<file path="config.mk">
export PLATFORM = sky130hd
export DESIGN_NAME = can_bit_timer
export DESIGN_NICKNAME = d
export VERILOG_FILES = /design/src/rtl/cbt_pkg.sv /design/src/rtl/cbt_cfg_regs.sv /design/src/rtl/cbt_quantum_div.sv /design/src/rtl/cbt_rx_edge.sv /design/src/rtl/cbt_seg_fsm.sv /design/src/rtl/can_bit_timer.sv
export SDC_FILE = /design/constraint.sdc
export NUM_CORES = 1
export LEC_CHECK = 0
export CORE_MARGIN = 3
export CORE_UTILIZATION = 53
export DETAILED_ROUTE_END_ITERATION = 10
export DONT_BUFFER_PORTS = 1
export GPL_ROUTABILITY_DRIVEN = 1
export PLACE_DENSITY = 0.65
export SYNTH_ARGS = -nofsm -noshare
export SYNTH_HDL_FRONTEND = slang
export SYNTH_SLANG_ARGS = --single-unit
</file>
<file path="constraint.sdc">
create_clock -name clk -period 6.7 [get_ports clk]
set_input_delay 0.335 -clock clk [delete_from_list [all_inputs] [get_ports clk]]
set_output_delay 0.335 -clock clk [all_outputs]
set_load 0.1 [all_outputs]
</file>
<file path="src/rtl/cbt_pkg.sv">
`timescale 1ns/1ps
package cbt_pkg;
   // Segment the bit sequencer is currently in
   typedef enum logic [1:0] {
      SEG_SYNC = 2'd0,
      SEG_ONE  = 2'd1,
      SEG_TWO  = 2'd2
   } seg_e;

   // Shortest legal nominal bit, in quanta
   localparam int MIN_BIT_TQ = 5;

   function automatic int imax3(input int a, input int b, input int c);
      int m;
      m = (a > b) ? a : b;
      return (m > c) ? m : c;
   endfunction
endpackage

</file>
<file path="src/rtl/cbt_cfg_regs.sv">
`timescale 1ns/1ps
module cbt_cfg_regs
   import cbt_pkg::*;
#(
   parameter int BRP_W    = 6,
   parameter int SEG1_W   = 4,
   parameter int SEG2_W   = 3,
   parameter int SJW_W    = 2,
   parameter int RST_BRP  = 0,
   parameter int RST_SEG1 = 3,
   parameter int RST_SEG2 = 2,
   parameter int RST_SJW  = 0
) (
   input  logic              clk,
   input  logic              rst_n,
   input  logic              init_mode,
   input  logic [BRP_W-1:0]  brp_in,
   input  logic [SEG1_W-1:0] seg1_in,
   input  logic [SEG2_W-1:0] seg2_in,
   input  logic [SJW_W-1:0]  sjw_in,
   output logic [BRP_W-1:0]  brp_q,
   output logic [SEG1_W-1:0] seg1_q,
   output logic [SEG2_W-1:0] seg2_q,
   output logic [SJW_W-1:0]  sjw_q,
   output logic              cfg_err
);
   localparam int TW = ((SEG1_W > SEG2_W) ? SEG1_W : SEG2_W) + 2;
   typedef logic [TW-1:0] tot_t;

   // elaboration-time sanity checks of the reset configuration
   generate
      if (RST_SEG1 + RST_SEG2 + 3 < MIN_BIT_TQ) begin : g_bad_rst
         $error("reset configuration gives a bit shorter than the minimum");
      end
      if (RST_BRP >= (1 << BRP_W)) begin : g_bad_brp
         $error("reset prescaler value does not fit BRP_W");
      end
   endgenerate

   tot_t bit_tq;

   always_ff @(posedge clk or negedge rst_n) begin
      if (!rst_n) begin
         brp_q  <= BRP_W'(RST_BRP);
         seg1_q <= SEG1_W'(RST_SEG1);
         seg2_q <= SEG2_W'(RST_SEG2);
         sjw_q  <= SJW_W'(RST_SJW);
      end else if (init_mode) begin
         brp_q  <= brp_in;
         seg1_q <= seg1_in;
         seg2_q <= seg2_in;
         sjw_q  <= sjw_in;
      end
   end

   assign bit_tq  = tot_t'(seg1_q) + tot_t'(seg2_q) + tot_t'(3);
   assign cfg_err = (bit_tq < tot_t'(MIN_BIT_TQ));

   AST_CFG_FROZEN: assert property (@(posedge clk) disable iff (!rst_n)
      !init_mode |=> ($stable(brp_q) && $stable(seg1_q) && $stable(seg2_q) && $stable(sjw_q)));
endmodule

</file>
<file path="src/rtl/cbt_quantum_div.sv">
`timescale 1ns/1ps
module cbt_quantum_div #(
   parameter int BRP_W = 6
) (
   input  logic             clk,
   input  logic             rst_n,
   input  logic             run,
   input  logic             restart,
   input  logic [BRP_W-1:0] brp,
   output logic             tq_tick
);
   generate
      if (BRP_W < 1) begin : g_bad_w
         $error("BRP_W must be at least 1");
      end
   endgenerate

   logic [BRP_W-1:0] qcnt_q;

   assign tq_tick = run && (qcnt_q == brp);

   always_ff @(posedge clk or negedge rst_n) begin
      if (!rst_n) begin
         qcnt_q <= '0;
      end else if (!run || restart) begin
         qcnt_q <= '0;
      end else if (tq_tick) begin
         qcnt_q <= '0;
      end else begin
         qcnt_q <= qcnt_q + BRP_W'(1);
      end
   end

   AST_TICK_SPACING: assert property (@(posedge clk) disable iff (!rst_n)
      (tq_tick && brp != '0) |=> !tq_tick);
   AST_QCNT_RANGE: assert property (@(posedge clk) disable iff (!rst_n)
      run |-> (qcnt_q <= brp));
endmodule

</file>
<file path="src/rtl/cbt_rx_edge.sv">
`timescale 1ns/1ps
module cbt_rx_edge #(
   parameter int SYNC_STAGES = 0
) (
   input  logic clk,
   input  logic rst_n,
   input  logic rx_in,
   output logic rx_bit,
   output logic fall
);
   logic rx_s;
   logic rx_d_q;
   logic rx_d2_q;

   generate
      if (SYNC_STAGES < 0) begin : g_bad_stages
         $error("SYNC_STAGES must not be negative");
      end
      if (SYNC_STAGES == 0) begin : g_direct
         assign rx_s = rx_in;
      end else begin : g_sync
         logic [SYNC_STAGES-1:0] chain_q;
         always_ff @(posedge clk or negedge rst_n) begin
            if (!rst_n) begin
               chain_q <= '1;
            end else begin
               chain_q[0] <= rx_in;
               for (int i = 1; i < SYNC_STAGES; i++) begin
                  chain_q[i] <= chain_q[i-1];
               end
            end
         end
         assign rx_s = chain_q[SYNC_STAGES-1];
      end
   endgenerate

   always_ff @(posedge clk or negedge rst_n) begin
      if (!rst_n) begin
         rx_d_q  <= 1'b1;
         rx_d2_q <= 1'b1;
      end else begin
         rx_d_q  <= rx_s;
         rx_d2_q <= rx_d_q;
      end
   end

   assign rx_bit = rx_d_q;
   assign fall   = rx_d2_q & ~rx_d_q;

   AST_FALL_SPACING: assert property (@(posedge clk) disable iff (!rst_n)
      fall |=> !fall);
endmodule

</file>
<file path="src/rtl/cbt_seg_fsm.sv">
`timescale 1ns/1ps
module cbt_seg_fsm
   import cbt_pkg::*;
#(
   parameter int SEG1_W = 4,
   parameter int SEG2_W = 3,
   parameter int SJW_W  = 2
) (
   input  logic              clk,
   input  logic              rst_n,
   input  logic              run,
   input  logic              tick,
   input  logic              fall,
   input  logic              bus_idle,
   input  logic              rx_bit,
   input  logic [SEG1_W-1:0] seg1,
   input  logic [SEG2_W-1:0] seg2,
   input  logic [SJW_W-1:0]  sjw,
   output logic              hard_sync,
   output logic              sample_stb,
   output logic              sample_bit,
   output logic              tx_stb
);
   localparam int LW = imax3(SEG1_W, SEG2_W, SJW_W) + 2;
   typedef logic [LW-1:0] tq_t;

   seg_e  st_q;
   tq_t   cnt_q;
   tq_t   ext_q;
   tq_t   shr_q;
   logic  done_q;

   tq_t   len1, len2, jump;
   tq_t   late_err, early_err;
   tq_t   ext_now, shr_now;
   logic  resync;
   logic  end1, end2;

   assign len1 = tq_t'(seg1) + tq_t'(1);
   assign len2 = tq_t'(seg2) + tq_t'(1);
   assign jump = tq_t'(sjw) + tq_t'(1);

   assign hard_sync = run & fall & bus_idle;
   assign resync    = run & fall & ~bus_idle & ~done_q;

   // phase error in quanta, measured from the end of the sync quantum
   assign late_err  = cnt_q + tq_t'(1);
   assign early_err = len2 - cnt_q;

   always_comb begin
      ext_now = ext_q;
      shr_now = shr_q;
      if (resync && st_q == SEG_ONE) begin
         ext_now = (late_err < jump) ? late_err : jump;
      end
      if (resync && st_q == SEG_TWO) begin
         shr_now = (early_err < jump) ? early_err : jump;
      end
   end

   assign end1 = (cnt_q + tq_t'(1)) >= (len1 + ext_now);
   assign end2 = (cnt_q + tq_t'(1)) >= (len2 - shr_now);

   always_ff @(posedge clk or negedge rst_n) begin
      if (!rst_n) begin
         st_q       <= SEG_SYNC;
         cnt_q      <= '0;
         ext_q      <= '0;
         shr_q      <= '0;
         done_q     <= 1'b0;
         sample_stb <= 1'b0;
         sample_bit <= 1'b1;
         tx_stb     <= 1'b0;
      end else if (!run) begin
         st_q       <= SEG_SYNC;
         cnt_q      <= '0;
         ext_q      <= '0;
         shr_q      <= '0;
         done_q     <= 1'b0;
         sample_stb <= 1'b0;
         tx_stb     <= 1'b0;
      end else begin
         sample_stb <= 1'b0;
         tx_stb     <= 1'b0;
         if (hard_sync) begin
            st_q   <= SEG_ONE;
            cnt_q  <= '0;
            ext_q  <= '0;
            shr_q  <= '0;
            done_q <= 1'b1;
         end else begin
            if (resync) begin
               done_q <= 1'b1;
               ext_q  <= ext_now;
               shr_q  <= shr_now;
            end
            if (tick) begin
               unique case (st_q)
                  SEG_SYNC: begin
                     st_q  <= SEG_ONE;
                     cnt_q <= '0;
                  end
                  SEG_ONE: begin
                     if (end1) begin
                        st_q       <= SEG_TWO;
                        cnt_q      <= '0;
                        sample_stb <= 1'b1;
                        sample_bit <= rx_bit;
                     end else begin
                        cnt_q <= cnt_q + tq_t'(1);
                     end
                  end
                  SEG_TWO: begin
                     if (end2) begin
                        st_q   <= SEG_SYNC;
                        cnt_q  <= '0;
                        tx_stb <= 1'b1;
                        done_q <= 1'b0;
                        ext_q  <= '0;
                        shr_q  <= '0;
                     end else begin
                        cnt_q <= cnt_q + tq_t'(1);
                     end
                  end
                  default: begin
                     st_q  <= SEG_SYNC;
                     cnt_q <= '0;
                  end
               endcase
            end
         end
      end
   end

   AST_STROBE_EXCL: assert property (@(posedge clk) disable iff (!rst_n)
      !(sample_stb && tx_stb));
   AST_SAMPLE_PULSE: assert property (@(posedge clk) disable iff (!rst_n)
      sample_stb |=> !sample_stb);
   AST_TX_PULSE: assert property (@(posedge clk) disable iff (!rst_n)
      tx_stb |=> !tx_stb);
   AST_QUIET_INIT: assert property (@(posedge clk) disable iff (!rst_n)
      ($past(run) == 1'b0) |-> (!sample_stb && !tx_stb));
   AST_HARD_SYNC_START: assert property (@(posedge clk) disable iff (!rst_n)
      hard_sync |=> (st_q == SEG_ONE && cnt_q == '0 && ext_q == '0));
   AST_EXT_CAP: assert property (@(posedge clk) disable iff (!rst_n)
      ext_q <= jump);
   AST_SHRINK_CAP: assert property (@(posedge clk) disable iff (!rst_n)
      (shr_q <= jump) && (shr_q <= len2));
   AST_ONE_RESYNC: assert property (@(posedge clk) disable iff (!rst_n)
      (done_q && run && st_q == SEG_ONE && !hard_sync) |=>
         (ext_q == $past(ext_q) || st_q == SEG_SYNC || !run));
endmodule

</file>
<file path="src/rtl/can_bit_timer.sv">
`timescale 1ns/1ps
module can_bit_timer
   import cbt_pkg::*;
#(
   parameter int BRP_W       = 6,
   parameter int SEG1_W      = 4,
   parameter int SEG2_W      = 3,
   parameter int SJW_W       = 2,
   parameter int SYNC_STAGES = 0,
   parameter int RST_BRP     = 0,
   parameter int RST_SEG1    = 3,
   parameter int RST_SEG2    = 2,
   parameter int RST_SJW     = 0
) (
   input  logic              clk,
   input  logic              rst_n,
   input  logic              rx_in,
   input  logic              init_mode,
   input  logic              bus_idle,
   input  logic [BRP_W-1:0]  brp_in,
   input  logic [SEG1_W-1:0] seg1_in,
   input  logic [SEG2_W-1:0] seg2_in,
   input  logic [SJW_W-1:0]  sjw_in,
   output logic              sample_stb,
   output logic              sample_bit,
   output logic              tx_stb,
   output logic              cfg_err
);
   generate
      if (SEG1_W < 1 || SEG2_W < 1 || SJW_W < 1) begin : g_bad_fields
         $error("segment and jump fields need at least one bit");
      end
   endgenerate

   logic [BRP_W-1:0]  brp_q;
   logic [SEG1_W-1:0] seg1_q;
   logic [SEG2_W-1:0] seg2_q;
   logic [SJW_W-1:0]  sjw_q;
   logic              run;
   logic              tq_tick;
   logic              rx_bit;
   logic              fall;
   logic              hard_sync;

   assign run = ~init_mode;

   cbt_cfg_regs #(
      .BRP_W(BRP_W), .SEG1_W(SEG1_W), .SEG2_W(SEG2_W), .SJW_W(SJW_W),
      .RST_BRP(RST_BRP), .RST_SEG1(RST_SEG1), .RST_SEG2(RST_SEG2), .RST_SJW(RST_SJW)
   ) u_cfg (
      .clk(clk), .rst_n(rst_n), .init_mode(init_mode),
      .brp_in(brp_in), .seg1_in(seg1_in), .seg2_in(seg2_in), .sjw_in(sjw_in),
      .brp_q(brp_q), .seg1_q(seg1_q), .seg2_q(seg2_q), .sjw_q(sjw_q),
      .cfg_err(cfg_err)
   );

   cbt_quantum_div #(.BRP_W(BRP_W)) u_div (
      .clk(clk), .rst_n(rst_n), .run(run), .restart(hard_sync),
      .brp(brp_q), .tq_tick(tq_tick)
   );

   cbt_rx_edge #(.SYNC_STAGES(SYNC_STAGES)) u_edge (
      .clk(clk), .rst_n(rst_n), .rx_in(rx_in), .rx_bit(rx_bit), .fall(fall)
   );

   cbt_seg_fsm #(.SEG1_W(SEG1_W), .SEG2_W(SEG2_W), .SJW_W(SJW_W)) u_fsm (
      .clk(clk), .rst_n(rst_n), .run(run), .tick(tq_tick), .fall(fall),
      .bus_idle(bus_idle), .rx_bit(rx_bit),
      .seg1(seg1_q), .seg2(seg2_q), .sjw(sjw_q),
      .hard_sync(hard_sync), .sample_stb(sample_stb),
      .sample_bit(sample_bit), .tx_stb(tx_stb)
   );
endmodule

</file>
==> qor.yml <==
yosys.area.top_type: "dfrtp_1"
min_path_type: "in -> reg"
peakVddDrop_uv: 134
cts_resized: 0
reg2reg_depth: 23
critPathArrivalTime_ns: 5.85
rrSetupSlack_ns: 1.02
synth_top_area_share_pct: 32.5
total_leakage_power_nw: 1.58
hold_end: "u_edge.rx_bit"
drt-total-wl_mm: 6.18
cts_tree: "yes"
vias: 2166
end_kind: "flip-flop"
antenna_found_initial: 0
routabilityCongestion: 0.808
synth-xor-area-share_pct: 6.65
die_y_um: 83.2
core_area_um2: 5640
grt_pass1_vias: 2296
ys.flop_type: "dfrtp_1"
synth_area_leaders: "dfrtp_1 32%, ha_1 16%, dfstp_2 5.0%, mux2_2 4.6%, xnor2_1 4.4%"
wl_per_cell_um: 15.9
maxCapViolCount: 0
postRouteAntennaNets: 0
synth-seq-area-share_pct: 37.5
hold_violations: 0
synth_area_um2: 3160
antenna-diode-count: 0
r2r_end: "u_fsm.shr_q[5]"
grt_pass1_wl_mm: 10.9
cp_max_fo: 10
cts_setup_buffers: 0
whs_ns: 0.0336
num-nets-final: 380
final_core_util_pct: 60.2
cts_max_level: 2
critPathLaunch: "u_cfg.seg2_q[1]"
numPortBuffers: 0
fin_skew_ns: 0.00881
powerDensity_nw_per_um2: 204
synth_compound_area_share_pct: 13.8
ys_ff_latch: 47
hold_path_depth: 0
cts_sinks: 47
path_class: "reg -> reg"
avgSynthCellArea_um2: 10.1
finalSetupViolCount: 0
clk-insertion-delay-late_ns: 0.29
drive_above_1_share_pct: 11.0
ys_types: 45
fillers: 496
run_status: "finished, final reports clean"
drt_pre_antenna_iters: 4
grtUsageTotal_pct: 19.2
dr_wl_met2_mm: 3.00
area_growth_pct: 7.45
synth_simple_gate_area_share_pct: 13.9
synthArstFlopShare_pct: 100
cts-hold-fix-buffers: 2
synth_fa_ha_area_share_pct: 18.4
overflow: 0
fmax_mhz: 176
die_w_um: 83.2
rsz0062_at_grt: "false"
wl_met1_mm: 2.95
dr.max_layer_used: "met4"
r2r-start: "u_cfg.seg2_q[1]"
dpl.cell_count: 379
vias_per_cell: 5.57
drc_errors: 0
period_minus_slack_ns: 5.68
hold_start: "rx_in"
num_io_pins: 24
synth_edf_count: 0
clkTransAtPathRegs_ns: 0.09
synth_top_family_by_area: "adder cells"
finalNonFillerCells: 389
ys_warn_count: 0
die_area_um2: 6920
start_util_pct: 56.0
fin_tns_setup_ns: 0
grt_start_max_net_pins: 48
synth_cells: 312
synth_mux_area_share_pct: 6.65
rows: 27
slew_headroom_pct: 41.8
finalCritPeriodShare_pct: 84.8
cts_root_buf: "clkbuf_8"
wl_met3_um: 198
dp_hpwl_mm: 4.89
syn-num-nets: 376
drv_slew: 0
clockBufferDepth: 2
worst_pin_slew_ns: 0.873
crit_path_start_kind: "flip-flop"
drt-initial-drc-count: 82
cp.required_ns: 6.87
cts_buffers: 5
[synth_stat cells, types with 2 or more instances]
cell type and n:
a2111oi_0 2, a211oi_2 2, a21o_1 12, a21oi_1 17
a22o_1 4, a31oi_1 2, and2_1 4, and3_1 5
clkbuf_1 5, dfrtp_1 41, dfstp_2 6, fa_1 4
ha_1 40, inv_1 19, inv_2 2, mux2_1 3
mux2_2 13, mux2i_1 3, nand2_1 23, nand2b_1 5
nand3_1 9, nand4_1 3, nor2_1 23, nor2b_1 5
nor3_1 5, nor4b_1 2, o21ai_0 6, o21ai_1 6
o31a_1 2, or3_1 2, xnor2_1 16, xor2_1 8
[power breakdown]
part	switching (mW)	internal [mW]	total, mW
clock	0.0957	0.0843	0.180
combinational	0.103	0.0895	0.193
sequential	0.0186	0.302	0.320
total	0.218	0.475	0.693
[worst max path at each step]
stage	end	slack [ns]	cells after the start
final	u_fsm.shr_q[5]	1.02	23
after detailed placement	u_fsm.shr_q[5]	1.04	23
after global routing	u_fsm.shr_q[0]	0.47	22
after CTS	u_fsm.shr_q[5]	0.98	23
after floorplan	u_fsm.st_q[0]	1.52	23
after global placement	u_fsm.ext_q[5]	1.22	23
[sequential cells by signal, indices dropped and copies added, names as in the netlist, 3 cells and up]
signal	cells
u_cfg.brp_q	6
u_cfg.seg1_q	4
u_cfg.seg2_q	3
u_div.qcnt_q	6
u_fsm.cnt_q	6
u_fsm.ext_q	6
u_fsm.shr_q	6
[stage by stage]
| step | setup slack [ns] | power (mW) | instance area (um2) |
|---|---|---|---|
| final | 1.02 | 0.693 | 3390 |
| after global routing | 0.467 | 0.746 | 3390 |
| after CTS | 0.976 | 0.705 | 3390 |
| after detailed placement | 1.04 | 0.511 | 3260 |
| after global placement | 1.22 | 0.507 | 3260 |
| after floorplan | 1.52 | 0.471 | 3160 |
[area by class of cell]
class | instances | area [um2] | share of cell area, %
multi-input cells | 238 | 1880 | 55.4
inverters | 21 | 78.8 | 2.32
flip-flops and latches | 47 | 1180 | 34.9
clock buffers | 6 | 82.6 | 2.43
well taps | 72 | 90.1 | 2.65
clock inverters | 2 | 16.3 | 0.479
repair buffers | 3 | 62.6 | 1.84
[placed cells by master (no fill, tap or decap), types with 5 or more instances in the layout]
master	count
nor2b_1	5
ha_1	40
a21oi_1	17
xor2_1	8
inv_1	19
xnor2_1	16
nand3_1	9
a21o_1	12
o21ai_0	6
and3_1	5
mux2_2	13
nand2_1	23
nor3_1	5
dfstp_2	6
nor2_1	23
dfrtp_1	41
o21ai_1	6
clkbuf_8	6
nand2b_1	5
[per-layer routing]
metal	GRT usage, %	vias up
li1	-	1106
met1	25.2	1031
met2	33.5	24
met3	3.57	5
met4	3.12	0
met5	0	-
[logic make-up (layout without fill, tap and decap cells)]
| logic type | after synthesis | in the layout |
|---|---|---|
| adder cells (fa/ha/maj) | 44 | 44 |
| multiplexers | 19 | 19 |
| flip-flops | 47 | 47 |
| buffers and inverters | 27 | 32 |
| XOR/XNOR | 24 | 24 |
| AND/OR/NAND/NOR | 89 | 89 |
| AO/OA/AOI/OAI | 62 | 62 |
[worst max-delay path: stages, from the launching register on]
cell	delay, ns
dfstp_2	0.58
ha_1	0.17
xor2_1	0.20
ha_1	0.31
and3b_1	0.19
or3_1	0.36
o21ai_1	0.14
o2111ai_1	0.17
a2111oi_4	0.43
mux2i_1	0.32
a21o_1	0.19
ha_1	0.23
a21o_1	0.15
a21o_1	0.20
a21oi_1	0.24
a21oi_1	0.07
nor2_1	0.09
a211oi_1	0.05
ha_1	0.31
o211ai_1	0.08
o31a_1	0.28
nand4bb_1	0.29
nand2_1	0.40
nor2_1	0.10
Power figures use the tool's default switching activity.
